## src/rtl/pacc_pkg.sv

```systemverilog
package pacc_pkg;

    typedef struct packed {
        logic pol;
        logic mode;
        logic en;
    } pacc_ctrl_t;

    localparam int CTRL_W = 3;

    localparam logic [1:0] ADR_CTRL = 2'd0;
    localparam logic [1:0] ADR_CNT  = 2'd1;
    localparam logic [1:0] ADR_FLAG = 2'd2;
    localparam logic [1:0] ADR_IE   = 2'd3;

    localparam int FLG_OVF  = 0;
    localparam int FLG_EDGE = 1;
    localparam int FLG_N    = 2;

endpackage

```

## src/rtl/pacc_sync_edge.sv

```systemverilog
module pacc_sync_edge #(
    parameter int STAGES = 2
) (
    input  logic clk,
    input  logic rst_n,
    input  logic pin_i,
    output logic level_o,
    output logic rise_o,
    output logic fall_o
);
    // shift chain: STAGES synchronizer flops plus one history flop
    logic [STAGES:0] sh_d, sh_q;

    always_comb begin
        sh_d = {sh_q[STAGES-1:0], pin_i};
    end

    always_ff @(posedge clk or negedge rst_n) begin
        if (!rst_n) sh_q <= '0;
        else        sh_q <= sh_d;
    end

    assign level_o = sh_q[STAGES-1];
    assign rise_o  =  sh_q[STAGES-1] & ~sh_q[STAGES];
    assign fall_o  = ~sh_q[STAGES-1] &  sh_q[STAGES];


    edge_hist_chk: assert property (@(posedge clk) disable iff (!rst_n)
        rise_o |=> !rise_o);

endmodule

```

## src/rtl/pacc_prescale.sv

```systemverilog
module pacc_prescale #(
    parameter int DIV = 64
) (
    input  logic clk,
    input  logic rst_n,
    output logic tick_o
);
    localparam int W = (DIV > 1) ? $clog2(DIV) : 1;
    localparam logic [W-1:0] LAST = W'(DIV - 1);

    logic [W-1:0] cnt_d, cnt_q;

    always_comb begin
        cnt_d = (cnt_q == LAST) ? '0 : cnt_q + 1'b1;
    end

    always_ff @(posedge clk or negedge rst_n) begin
        if (!rst_n) cnt_q <= '0;
        else        cnt_q <= cnt_d;
    end

    assign tick_o = (cnt_q == LAST);


    tick_gap_chk: assert property (@(posedge clk) disable iff (!rst_n)
        tick_o |=> !tick_o);

endmodule

```

## src/rtl/pacc_core.sv

```systemverilog
module pacc_core #(
    parameter int CW = 8
) (
    input  logic                    clk,
    input  logic                    rst_n,
    input  pacc_pkg::pacc_ctrl_t    ctrl_i,
    input  logic                    level_i,
    input  logic                    rise_i,
    input  logic                    fall_i,
    input  logic                    tick_i,
    input  logic                    cnt_wr_i,
    input  logic [CW-1:0]           cnt_wdata_i,
    input  logic [pacc_pkg::FLG_N-1:0] flag_clr_i,
    output logic [CW-1:0]           count_o,
    output logic [pacc_pkg::FLG_N-1:0] flags_o
);
    import pacc_pkg::*;

    typedef struct packed {
        logic [CW-1:0]    count;
        logic [FLG_N-1:0] flags;
    } core_st_t;

    core_st_t st_d, st_q;
    logic sel_edge, active, inc, wrap;

    always_comb begin
        sel_edge = ctrl_i.pol ? rise_i : fall_i;
        active   = ctrl_i.pol ? ~level_i : level_i;
        inc      = ctrl_i.en & (ctrl_i.mode ? (tick_i & active) : sel_edge);
        wrap     = inc & ~cnt_wr_i & (st_q.count == '1);

        st_d = st_q;
        if (cnt_wr_i)  st_d.count = cnt_wdata_i;
        else if (inc)  st_d.count = st_q.count + 1'b1;

        st_d.flags = st_q.flags & ~flag_clr_i;
        if (wrap)                    st_d.flags[FLG_OVF]  = 1'b1;
        if (ctrl_i.en && sel_edge)   st_d.flags[FLG_EDGE] = 1'b1;
    end

    always_ff @(posedge clk or negedge rst_n) begin
        if (!rst_n) st_q <= '0;
        else        st_q <= st_d;
    end

    assign count_o = st_q.count;
    assign flags_o = st_q.flags;


    wr_wins_chk: assert property (@(posedge clk) disable iff (!rst_n)
        cnt_wr_i |=> (st_q.count == $past(cnt_wdata_i)));


    wrap_flag_chk: assert property (@(posedge clk) disable iff (!rst_n)
        (inc && !cnt_wr_i && st_q.count == '1) |=> st_q.flags[FLG_OVF]);


    idle_hold_chk: assert property (@(posedge clk) disable iff (!rst_n)
        (!ctrl_i.en && !cnt_wr_i) |=> $stable(st_q.count));


    step_one_chk: assert property (@(posedge clk) disable iff (!rst_n)
        (!cnt_wr_i && inc) |=> (st_q.count == CW'($past(st_q.count) + 1'b1)));

endmodule

```

## src/rtl/pulse_accum.sv

```systemverilog
module pulse_accum #(
    parameter int CW       = 8,
    parameter int DIV      = 64,
    parameter int SYNC_STG = 2
) (
    input  logic          clk,
    input  logic          rst_n,
    input  logic          pin_i,
    input  logic [1:0]    bus_addr,
    input  logic          bus_wr,
    input  logic [CW-1:0] bus_wdata,
    output logic [CW-1:0] bus_rdata,
    output logic          irq_o
);
    import pacc_pkg::*;

    typedef struct packed {
        pacc_ctrl_t       ctrl;
        logic [FLG_N-1:0] ie;
    } reg_st_t;

    reg_st_t rg_d, rg_q;

    logic             level, rise, fall, tick;
    logic             cnt_wr;
    logic [FLG_N-1:0] flag_clr;
    logic [CW-1:0]    count;
    logic [FLG_N-1:0] flags;

    pacc_sync_edge #(.STAGES(SYNC_STG)) u_sync (
        .clk(clk), .rst_n(rst_n), .pin_i(pin_i),
        .level_o(level), .rise_o(rise), .fall_o(fall)
    );

    pacc_prescale #(.DIV(DIV)) u_presc (
        .clk(clk), .rst_n(rst_n), .tick_o(tick)
    );

    pacc_core #(.CW(CW)) u_core (
        .clk(clk), .rst_n(rst_n), .ctrl_i(rg_q.ctrl),
        .level_i(level), .rise_i(rise), .fall_i(fall), .tick_i(tick),
        .cnt_wr_i(cnt_wr), .cnt_wdata_i(bus_wdata), .flag_clr_i(flag_clr),
        .count_o(count), .flags_o(flags)
    );

    always_comb begin
        rg_d     = rg_q;
        cnt_wr   = bus_wr && (bus_addr == ADR_CNT);
        flag_clr = (bus_wr && bus_addr == ADR_FLAG) ? bus_wdata[FLG_N-1:0] : '0;
        if (bus_wr && bus_addr == ADR_CTRL) rg_d.ctrl = bus_wdata[CTRL_W-1:0];
        if (bus_wr && bus_addr == ADR_IE)   rg_d.ie   = bus_wdata[FLG_N-1:0];
    end

    always_ff @(posedge clk or negedge rst_n) begin
        if (!rst_n) rg_q <= '0;
        else        rg_q <= rg_d;
    end

    always_comb begin
        unique case (bus_addr)
            ADR_CTRL: bus_rdata = {{(CW-CTRL_W){1'b0}}, rg_q.ctrl};
            ADR_CNT:  bus_rdata = count;
            ADR_FLAG: bus_rdata = {{(CW-FLG_N){1'b0}}, flags};
            default:  bus_rdata = {{(CW-FLG_N){1'b0}}, rg_q.ie};
        endcase
    end

    assign irq_o = |(flags & rg_q.ie);


    irq_quiet_chk: assert property (@(posedge clk) disable iff (!rst_n)
        (rg_q.ie == '0) |-> !irq_o);


    flag_clear_chk: assert property (@(posedge clk) disable iff (!rst_n)
        (bus_wr && bus_addr == ADR_FLAG && bus_wdata[FLG_OVF] && rg_q.ctrl.en == 1'b0)
        |=> !flags[FLG_OVF]);

endmodule

```

## config.mk

```make
export PLATFORM = sky130hd
export DESIGN_NAME = pulse_accum
export DESIGN_NICKNAME = d
export VERILOG_FILES = /design/src/rtl/pacc_pkg.sv /design/src/rtl/pacc_sync_edge.sv /design/src/rtl/pacc_prescale.sv /design/src/rtl/pacc_core.sv /design/src/rtl/pulse_accum.sv
export SDC_FILE = /design/constraint.sdc
export NUM_CORES = 1
export LEC_CHECK = 0
export ABC_CLOCK_PERIOD_IN_PS = 3700
export BUFFER_PORTS_ARGS = -buffer_cell sky130_fd_sc_hd__buf_2
export CAP_MARGIN = 20
export CORE_MARGIN = 8
export CORE_UTILIZATION = 59
export DETAILED_ROUTE_END_ITERATION = 7
export PLACE_DENSITY = 0.93
export SYNTH_ARGS = -nofsm -noshare
export SYNTH_HDL_FRONTEND = slang
export SYNTH_HIERARCHICAL = 1
export SYNTH_SLANG_ARGS = --single-unit
```

## constraint.sdc

```tcl
create_clock -name clk -period 3.7 [get_ports clk]
set_input_delay 0.555 -clock clk [delete_from_list [all_inputs] [get_ports clk]]
set_output_delay 0.555 -clock clk [all_outputs]
set_load 0.05 [all_outputs]
```

==> summary.md <==
| Metric | Value |
|---|---|
| Outcome | finished clean |
| Largest net degree at the start of global routing | 25 |
| Crit path DAT | 2.50 ns |
| Peak VDD IR | 0.3894 mV |
| FFs w/ async S/R, synth | 1.000 |
| Post-CTS sizing | 0 |
| Layout cells sized above 1 | 0.3356 |
| # setup viols final | 0 |
| Sink Count | 24 |
| Register bit total from synthesis | 24 |
| Count of cell types in the netlist | 46 |
| # hold bufs at CTS | 0 |
| Diode count | 0 |
| Final period util | 0.6192 |
| Die area | 4160 sq um |
| # IOs | 23 |
| Via count | 1,116 |
| Dpl hpwl | 2.360 mm |
| Initial core utilization | 0.6273 |
| Clock Latency Late Sink | 0.31 ns |
| Grt ovf | 0 |
| Residual DRC | 0 |
| Avg WL per Cell | 17.47 um |
| Final nets | 166 |
| Slew Limit Fails | 0 |
| P per Cell Area | 513.9 nW/um^2 |
| Yosys synthesis warning count | 6 |
| Total Power | 785.1 uW |
| Endpoint class of the critical path | register |
| Worst setup skew after layout | 0.0008475 ns |
| Seq/Total Area, Yosys | 0.4328 |
| Hold Path Class | in -> async |
| CTS Buffer Depth | 2 |
| Root buffer cell | clkbuf_4 |
| 1st-pass router iterations | 4 |
| Vias in the first global route | 1,115 |
| Worst slew pin tran | 0.7593 ns |
| GRT Resource Usage Total | 0.1582 |
| First-pass GRT wire length | 5.402 mm |
| TritonCTS Buffers | 3 |
| Required time worst endpoint | 3.91 ns |
| Area delta synth->final | 10.10% |
| Most common cell after layout, fill and taps aside | dfrtp_1 |
| IO buf count | 22 |
| Final Wtd Congestion | 0.9047 |
| CP Class | reg -> reg |
| EDFF count, synth | 0 |
| RSZ-0062 raised after global routing | no |
| Crit Path Max Fanout | 14 |
| H-tree Lvls | 1 |
| CTS tree | done |
| Die Ht | 64.50 um |
| Core footprint | 2212 sq um |
| CP Launch Type | register |
| DRC violation total after the first TritonRoute iteration | 43 |
| Leak pwr | 0.6771 nW |
| Max cap viols | 0 |
| Commonest cells after routing, fill and taps aside | dfrtp_1 (24), buf_2 (22), nor2_1 (11) |
| Antenna Nets Post-Route | 0 |
| Clock input transition at the sequential cells of the worst setup and hold paths | 0.12 ns |
| Synthesized area per cell | 10.84 sq um |
| Fmax | 436.5 MHz |
| Minimum clock period | 2.291 ns |
| DIE WIDTH | 64.50 um |
| Top_reg_cell synth | dfrtp_1 |
| Number of vias per cell | 6.305 |
| Row cnt | 17 |
| Synthesized cell area | 1388 sq um |
| Relative slew slack | 0.4910 |
| Final wirelength | 3.092 mm |
| Final hold violation count | 0 |
| TNS Setup | 0 ns |
| Synth Net Count | 144 |
| Setup Fix Bufs, Post-CTS | 0 |
| Initial antenna violation count | 0 |
| Mapped Cells | 128 |
stage by stage:
step	instance area (sq um)	util	instances	setup slack (ns)	hold slack, ns
after detailed placement	1491	0.6742	173	1.462	0.3480
after global routing	1528	0.6906	177	1.252	0.2335
after CTS	1528	0.6906	177	1.453	0.2047
after floorplan	1388	-	128	1.660	0.2594
final	1528	0.6906	177	1.409	0.1980
after global placement	1491	0.6742	173	1.612	0.3444
path summary, 6_finish.rpt:
check | startpoint | to | slack [ns] | cells after the start
worst min-delay path | rst_n | u_core/count_o[7]$_DFFE_PN0P_ | 0.20 | 1
min in group clk | pin_i | u_sync/sh_q[0]$_DFF_PN0_ | 0.34 | 1
worst max-delay path | u_presc/cnt_q[0]$_DFF_PN0_ | u_core/count_o[5]$_DFFE_PN0P_ | 1.41 | 7
worst max register to register | u_presc/cnt_q[0]$_DFF_PN0_ | u_core/count_o[5]$_DFFE_PN0P_ | 1.41 | 7
worst min register to register | u_sync/sh_q[0]$_DFF_PN0_ | u_sync/sh_q[1]$_DFF_PN0_ | 0.37 | 0
max in group asynchronous | rst_n | u_presc/cnt_q[5]$_DFF_PN0_ | 3.16 | 1
cell usage after synthesis (3+ instances only):
library cell  instances  area share
dfrtp_1              24        0.43
nor2_1               11       0.030
and2_2                6       0.032
nand2_1               6       0.016
o31ai_1               6       0.032
a31oi_1               5       0.023
inv_1                 5       0.014
mux2_2                5       0.041
or4_1                 5       0.027
nand4_1               4       0.018
buf_6                 3       0.024
nand3_1               3       0.011
or3_1                 3       0.014
cells by family (layout without fill, tap and decap cells):
family | Yosys count | after routing | share of synthesized area
fa+ha+maj | 2 | 2 | 0.01803
simple gates | 59 | 59 | 0.2786
mux | 9 | 9 | 0.08746
buf+inv | 10 | 31 | 0.04328
flops | 24 | 24 | 0.4328
xor+xnor | 3 | 3 | 0.01894
compound gates | 21 | 21 | 0.1208
per-layer routing:
| layer | wire (um) | vias up | track usage |
|---|---|---|---|
| met2 | 1572 | 47 | 0.2795 |
| met5 | 0 | - | 0 |
| met4 | 43 | 0 | 0.04905 |
| met3 | 222 | 10 | 0.04296 |
| li1 | - | 519 | - |
| met1 | 1253 | 540 | 0.1813 |
flip-flops by register name (all words and copies together) (netlist names):
| register | cells |
|---|---|
| u_core/count_o | 8 |
| u_sync/sh_q | 3 |
| u_core/flags_o | 2 |
| rg_q | 5 |
| u_presc/cnt_q | 6 |
report_power, final:
part	total [mW]	switching [mW]	internal, mW
Combinational	0.274	0.168	0.106
Sequential	0.376	0.0657	0.310
Clock	0.135	0.0751	0.0601
final cells by class:
class	count	area, sq um
inverters	5	18.77
well taps	28	35.03
repair buffers	22	110.1
multi-input cells	94	726.9
fillers	180	684.4
clock buffers	4	36.28
flip-flops and latches	24	600.6
critical path: stages, from the launching register on:
cell	delay, ns
dfrtp_1	0.43
ha_1	0.24
nand3_1	0.13
nor2_1	0.11
and3_1	0.20
nor3_2	0.63
nor3_1	0.14
a221o_1	0.31
(Power assumes the default switching activity.)
